### config.mk
export PLATFORM = sky130hd
export DESIGN_NAME = sysrst_merge
export DESIGN_NICKNAME = d
export VERILOG_FILES = /design/src/rtl/sysrst_pkg.sv /design/src/rtl/rst_pin_filter.sv /design/src/rtl/rst_stretch.sv /design/src/rtl/rst_cause_log.sv /design/src/rtl/sysrst_merge.sv
export SDC_FILE = /design/constraint.sdc
export NUM_CORES = 1
export LEC_CHECK = 0
export BUFFER_PORTS_ARGS = -buffer_cell sky130_fd_sc_hd__buf_2
export CORE_MARGIN = 8
export CORE_UTILIZATION = 42
export DETAILED_ROUTE_END_ITERATION = 8
export GPL_TIMING_DRIVEN = 0
export PLACE_DENSITY_LB_ADDON = 0.1
export SLEW_MARGIN = 0
export SYNTH_ARGS = -nofsm -noshare
export SYNTH_HDL_FRONTEND = slang
export SYNTH_SLANG_ARGS = --single-unit
### constraint.sdc
create_clock -name clk -period 4.8 [get_ports clk]
set_input_delay 0.24 -clock clk [delete_from_list [all_inputs] [get_ports clk]]
set_output_delay 0.24 -clock clk [all_outputs]
set_load 0.02 [all_outputs]
### src/rtl/sysrst_pkg.sv
package sysrst_pkg;

    typedef enum logic [1:0] {
        DLY_NONE  = 2'b00,
        DLY_SHORT = 2'b01,
        DLY_MID   = 2'b10,
        DLY_LONG  = 2'b11
    } dly_code_e;

    // Packed so that bit 0 is power-on, 1 external, 2 watchdog, 3 brown-out
    typedef struct packed {
        logic bod;
        logic wdt;
        logic ext;
        logic por;
    } src_vec_t;

    localparam int unsigned NUM_SRC = 4;

    function automatic int unsigned dly_len(
        input logic [1:0]  code,
        input int unsigned len_short,
        input int unsigned len_mid,
        input int unsigned len_long
    );
        case (dly_code_e'(code))
            DLY_NONE:  return 0;
            DLY_SHORT: return len_short;
            DLY_MID:   return len_mid;
            default:   return len_long;
        endcase
    endfunction

endpackage

### src/rtl/rst_pin_filter.sv
module rst_pin_filter #(
    parameter int unsigned MIN_LOW = 4
) (
    input  logic clk,
    input  logic por_req,
    input  logic pin_n,
    output logic ext_active
);
    localparam int unsigned CW = $clog2(MIN_LOW + 1);
    localparam logic [CW-1:0] MIN_V = CW'(MIN_LOW);

    logic [1:0]    sync_q;
    logic [CW-1:0] low_cnt_q;

    always_ff @(posedge clk) begin
        if (por_req) begin
            sync_q    <= 2'b11;
            low_cnt_q <= '0;
        end else begin
            sync_q <= {sync_q[0], pin_n};
            if (sync_q[1]) begin
                low_cnt_q <= '0;
            end else if (low_cnt_q != MIN_V) begin
                low_cnt_q <= low_cnt_q + 1'b1;
            end
        end
    end

    assign ext_active = !sync_q[1] && (low_cnt_q == MIN_V);


    ext_qual_low_chk: assert property (@(posedge clk) disable iff (por_req)
        $rose(ext_active) |-> $past(!sync_q[1]));

endmodule

### src/rtl/rst_stretch.sv
module rst_stretch #(
    parameter int unsigned DLY_SHORT = 16,
    parameter int unsigned DLY_MID   = 256,
    parameter int unsigned DLY_LONG  = 4096,
    parameter int unsigned CNT_W     = 13
) (
    input  logic       clk,
    input  logic       por_req,
    input  logic       src_any,
    input  logic [1:0] dly_sel,
    output logic       hold,
    output logic       rel_pulse
);
    import sysrst_pkg::*;

    logic [1:0]       sync_q;
    logic [CNT_W-1:0] cnt_q;
    logic [CNT_W-1:0] target;
    logic             hold_q;
    logic             rel_q;

    always_comb begin
        target = CNT_W'(dly_len(dly_sel, DLY_SHORT, DLY_MID, DLY_LONG));
    end

    always_ff @(posedge clk) begin
        if (src_any) begin
            sync_q <= 2'b11;
            cnt_q  <= '0;
            hold_q <= 1'b1;
            rel_q  <= 1'b0;
        end else begin
            sync_q <= {sync_q[0], 1'b0};
            rel_q  <= 1'b0;
            if (!sync_q[1]) begin
                if (cnt_q >= target) begin
                    hold_q <= 1'b0;
                    rel_q  <= hold_q;
                end else begin
                    cnt_q <= cnt_q + 1'b1;
                end
            end
        end
    end

    assign hold      = hold_q;
    assign rel_pulse = rel_q;


    hold_on_src_chk: assert property (@(posedge clk) disable iff (por_req)
        src_any |=> hold_q);


    no_overflow_chk: assert property (@(posedge clk) disable iff (por_req)
        cnt_q <= CNT_W'(DLY_LONG));


    rel_after_hold_chk: assert property (@(posedge clk) disable iff (por_req)
        rel_q |-> (!hold_q && $past(hold_q)));


    rel_single_chk: assert property (@(posedge clk) disable iff (por_req)
        rel_q |=> !rel_q);

endmodule

### src/rtl/rst_cause_log.sv
module rst_cause_log #(
    parameter int unsigned N_SRC = 4
) (
    input  logic             clk,
    input  logic             por_req,
    input  logic [N_SRC-1:0] set_vec,
    input  logic [N_SRC-1:0] clr_vec,
    output logic [N_SRC-1:0] flags
);
    logic [N_SRC-1:0] flags_q;

    for (genvar i = 0; i < N_SRC; i++) begin : g_bit
        if (i == 0) begin : g_por
            always_ff @(posedge clk) begin
                if (por_req)         flags_q[i] <= 1'b1;
                else if (clr_vec[i]) flags_q[i] <= 1'b0;
            end
        end else begin : g_other
            always_ff @(posedge clk) begin
                if (por_req)         flags_q[i] <= 1'b0;
                else if (set_vec[i]) flags_q[i] <= 1'b1;
                else if (clr_vec[i]) flags_q[i] <= 1'b0;
            end
        end


        flag_sticky_chk: assert property (@(posedge clk) disable iff (por_req)
            set_vec[i] |=> flags_q[i]);


        flag_clear_chk: assert property (@(posedge clk) disable iff (por_req)
            (clr_vec[i] && !set_vec[i]) |=> !flags_q[i]);
    end

    assign flags = flags_q;

endmodule

### src/rtl/sysrst_merge.sv
module sysrst_merge #(
    parameter int unsigned MIN_LOW   = 4,
    parameter int unsigned DLY_SHORT = 16,
    parameter int unsigned DLY_MID   = 256,
    parameter int unsigned DLY_LONG  = 4096
) (
    input  logic       clk,
    input  logic       por_req,
    input  logic       ext_rst_n,
    input  logic       wdt_expire,
    input  logic       wdt_mode_en,
    input  logic       bod_low,
    input  logic       bod_en,
    input  logic [1:0] dly_sel,
    input  logic [3:0] flag_clr,
    output logic       io_rst,
    output logic       core_rst,
    output logic       rel_strobe,
    output logic [3:0] cause_flags
);
    import sysrst_pkg::*;

    localparam int unsigned CNT_W = $clog2(DLY_LONG + 1);

    src_vec_t src;
    logic     ext_active;
    logic     src_any;
    logic     hold;

    rst_pin_filter #(.MIN_LOW(MIN_LOW)) u_filter (
        .clk        (clk),
        .por_req    (por_req),
        .pin_n      (ext_rst_n),
        .ext_active (ext_active)
    );

    always_comb begin
        src.por = por_req;
        src.ext = ext_active;
        src.wdt = wdt_expire & wdt_mode_en;
        src.bod = bod_low & bod_en;
    end

    assign src_any = |src;

    rst_stretch #(
        .DLY_SHORT (DLY_SHORT),
        .DLY_MID   (DLY_MID),
        .DLY_LONG  (DLY_LONG),
        .CNT_W     (CNT_W)
    ) u_stretch (
        .clk       (clk),
        .por_req   (por_req),
        .src_any   (src_any),
        .dly_sel   (dly_sel),
        .hold      (hold),
        .rel_pulse (rel_strobe)
    );

    rst_cause_log #(.N_SRC(NUM_SRC)) u_log (
        .clk     (clk),
        .por_req (por_req),
        .set_vec (src),
        .clr_vec (flag_clr),
        .flags   (cause_flags)
    );

    assign io_rst   = src_any;
    assign core_rst = src_any | hold;


    strobe_on_fall_chk: assert property (@(posedge clk) disable iff (por_req)
        $fell(core_rst) |-> rel_strobe);

endmodule

==> impl_metrics.py <==
metrics = {
    "critical_path": {
        "worstSetupPathType": "flop to flop",
        "cp-start-kind": "flop",
        "path_cells": "inv_1 > ha_1 > nand4bb_1 > a21oi_1 > clkbuf_1 > clkbuf_1 > o21ai_0 > a21oi_1",
        "r2r.worst_path.cells": 8,
        "crit_fanout": 10,
        "cp.required_ps": 5060,
        "worstPathArrival_ps": 2850,
        "slowest_stage": "dfxtp_1",
        "slowest_delay_ps": 460,
        "reg2reg_slack_ps": 2200,
        "crit_path_end_kind": "flop",
    },
    "min_path": {
        "hp-class": "input pin to flop",
        "hold_path_depth": 2,
    },
    "sta": {
        "clock.fmax_mhz": 385,
        "slew-limit-headroom_pct": 63.0,
        "setup_violations": 0,
        "hold_viol": 0,
        "min_period_ps": 2600,
        "tns_ps": 0,
        "rsz0062_at_grt": "no",
        "finalMaxSlewViolations": 0,
        "worst_pin_slew_ps": 555,
        "post-route-period-util_pct": 54.1,
        "fin_skew_ps": 10.8,
    },
    "detailed_routing": {
        "firstDrtPassIters": 4,
        "via_per_inst": 5.52,
        "drtIter0Drc": 74,
        "top_layer": "met4",
        "wl_per_cell_um": 13.6,
        "m1WireLength_um": 1290,
        "route.met3.wl_um": 84,
        "drc": 0,
        "vias": 1055,
        "wirelength_um": 2600,
        "met2_length_um": 1200,
        "ant_nets": 0,
    },
    "clock_tree": {
        "cts_hold_buffers": 0,
        "cts_resized": 0,
        "clockRootBuffer": "clkbuf_4",
        "cts.htree.levels": 1,
        "cts_made_buffers": 3,
        "cts.sinks": 26,
        "cts_setup_buffers": 0,
        "clkSlewWorstSetupHoldPaths_ps": 150,
        "cts_tree": "built",
        "worst_skew_pair.late_latency_ps": 330,
        "clockBufferDepth": 2,
    },
    "finish": {
        "drive_above_1_share_pct": 16.9,
        "nFillCells": 271,
        "area_growth_pct": 14.7,
        "register_area_um2": 520,
        "n_antenna_cell": 0,
        "post-route-util_pct": 50.9,
        "multi_input_area_um2": 652,
        "final_net_count": 181,
    },
    "yosys": {
        "yosysTopAreaCellShare_pct": 42.1,
        "netlist_area_um2": 1230,
        "synth_flop_cell": "dfxtp_1",
        "synth-seq-cells": 26,
        "syn_nets": 158,
        "yosys.cell_types.count": 36,
        "yosysSeqAreaShare_pct": 42.1,
        "synth.area.top_cells": "dfxtp_1 42%, ha_1 7.1%, a21oi_1 6.5%",
        "async_flop_share_pct": 0,
        "synth.avg_cell_area_um2": 8.95,
        "yosysTopAreaCell": "dfxtp_1",
        "synth_edf_count": 0,
        "yosysWarnings": 0,
        "syn_inst": 138,
    },
    "die": {
        "die_x_um": 70.2,
        "start_util_pct": 44.4,
        "rows": 19,
        "core_um2": 2780,
        "die_h_um": 70.2,
        "ios": 20,
        "die_area_um2": 4930,
    },
    "global_route": {
        "grt_pass1_vias": 1046,
        "antenna_found_initial": 0,
        "grt_pass1_wl_um": 4520,
        "grt_usage_pct": 10.7,
        "grt_max_degree": 16,
        "grt_overflow_total": 0,
    },
    "placement": {
        "gp_congestion": 0.712,
        "dp_hpwl_um": 1910,
        "port_buffers": 18,
    },
    "run": {
        "drv_cap": 0,
    },
    "power_and_ir_drop": {
        "p_per_area_nw_per_um2": 286,
        "peakVddDrop_v": 0.000316,
        "p_leak_nw": 0.529,
    },
    "outcome": {
        "status": "completed",
    },
}
-- per-layer routing --
metal	global-route usage (%)	vias to the layer above
met2	17.5	14
met5	0	-
met3	3.67	2
li1	-	557
met1	13.1	482
met4	2.68	0
-- final cells by class --
cell class | count | area share, %
clock inverter | 1 | 2.12
clock buffer | 3 | 1.59
sequential | 26 | 36.7
tap | 31 | 2.74
timing repair buffer | 18 | 6.36
buffer | 6 | 1.77
multi-input combinational | 96 | 46.0
inverter | 10 | 2.65
-- registers in the layout, summed over array words and instances (netlist names) --
name / cells
u_stretch.hold: 1
u_stretch.sync_q: 2
u_filter.low_cnt_q: 3
u_stretch.cnt_q: 13
u_log.flags: 4
u_stretch.rel_pulse: 1
u_filter.sync_q: 2
-- power by group --
group / switching [W] / leakage (nW) / internal (W)
registers: 0.00000184 / 0.211 / 0.000220
logic: 0.0000198 / 0.290 / 0.0000118
clock network: 0.0000674 / 0.0279 / 0.0000845
total: 0.0000890 / 0.529 / 0.000316
-- cells in the mapped netlist (2+ instances only) --
master,number
dfxtp_1,26
a21oi_1,16
inv_1,10
nand2_1,10
or4_1,10
o31ai_1,9
ha_1,7
or3_1,5
clkbuf_1,4
nand2b_1,4
o21ai_0,4
nor3_1,3
buf_2,2
mux2i_1,2
nand3_1,2
nand4_1,2
nor2_1,2
or2_2,2
-- critical path: cells and delay by family (launching register included) --
kind                     cells  cell delay (ps)
AO/OA/AOI/OAI                3              770
buffers and inverters        3              920
flip-flops                   1              460
AND/OR/NAND/NOR              1              100
adder cells (fa/ha/maj)      1              290
-- stage by stage --
step	cells	area, µm²	worst slack [ps]	power (W)	hold WS (ps)
2_1_floorplan	138	1230	2710	0.000245	344
3_3_place_gp	187	1360	2290	0.000257	393
3_5_place_dp	187	1360	2230	0.000258	393
4_1_cts	191	1420	2200	0.000410	68.8
5_1_grt	191	1420	1920	0.000424	57.4
6_report	191	1420	2200	0.000405	78.9
-- worst paths after layout --
path                                   startpoint                               to
setup / recovery  u_stretch.cnt_q[4]$_SDFFE_PP0P_  u_stretch.cnt_q[4]$_SDFFE_PP0P_
hold / removal                          ext_rst_n    u_filter.sync_q[0]$_SDFF_PP1_
setup reg to reg  u_stretch.cnt_q[4]$_SDFFE_PP0P_  u_stretch.cnt_q[4]$_SDFFE_PP0P_
hold reg to reg     u_filter.sync_q[0]$_SDFF_PP1_    u_filter.sync_q[1]$_SDFF_PP1_
-- kinds of logic after synthesis --
kind of cell / after synthesis / share of synthesized area [%]
buffers and inverters: 16 / 5.07
adders and majority gates: 7 / 7.09
muxes: 2 / 1.62
xor gates and xnor gates: 1 / 0.709
DFF: 26 / 42.1
AOI/OAI and AO/OA: 34 / 17.1
and+or+nand+nor: 52 / 26.2
-- cell usage in the layout, fill, tap and decap left out, drive strengths merged --
| cell type | synthesis | final |
|---|---|---|
| dfxtp | 26 | 26 |
| buf | 2 | 20 |
| a21oi | 16 | 16 |
| inv | 10 | 10 |
| nand2 | 10 | 10 |
| or4 | 10 | 10 |
| o31ai | 9 | 9 |
| ha | 7 | 7 |
| clkbuf | 4 | 7 |
| or3 | 5 | 5 |
| o21ai | 5 | 5 |
| nand2b | 4 | 4 |
| nor3 | 3 | 3 |
| or2 | 3 | 3 |
| nor2 | 2 | 2 |
| mux2i | 2 | 2 |
| nand4 | 2 | 2 |
| nand3 | 2 | 2 |
| nor2b | 1 | 1 |
| and3b | 1 | 1 |
| a221o | 1 | 1 |
| xnor2 | 1 | 1 |
| and4 | 1 | 1 |
| nor4b | 1 | 1 |
| nand4bb | 1 | 1 |
| o41a | 1 | 1 |
| nand4b | 1 | 1 |
| or4b | 1 | 1 |
| or3b | 1 | 1 |
| a21o | 1 | 1 |
| nand3b | 1 | 1 |
| o21ba | 1 | 1 |
| and3 | 1 | 1 |
| nor4 | 1 | 1 |
| bufinv | 0 | 1 |
Note: power is estimated with default switching activity, not from simulation.
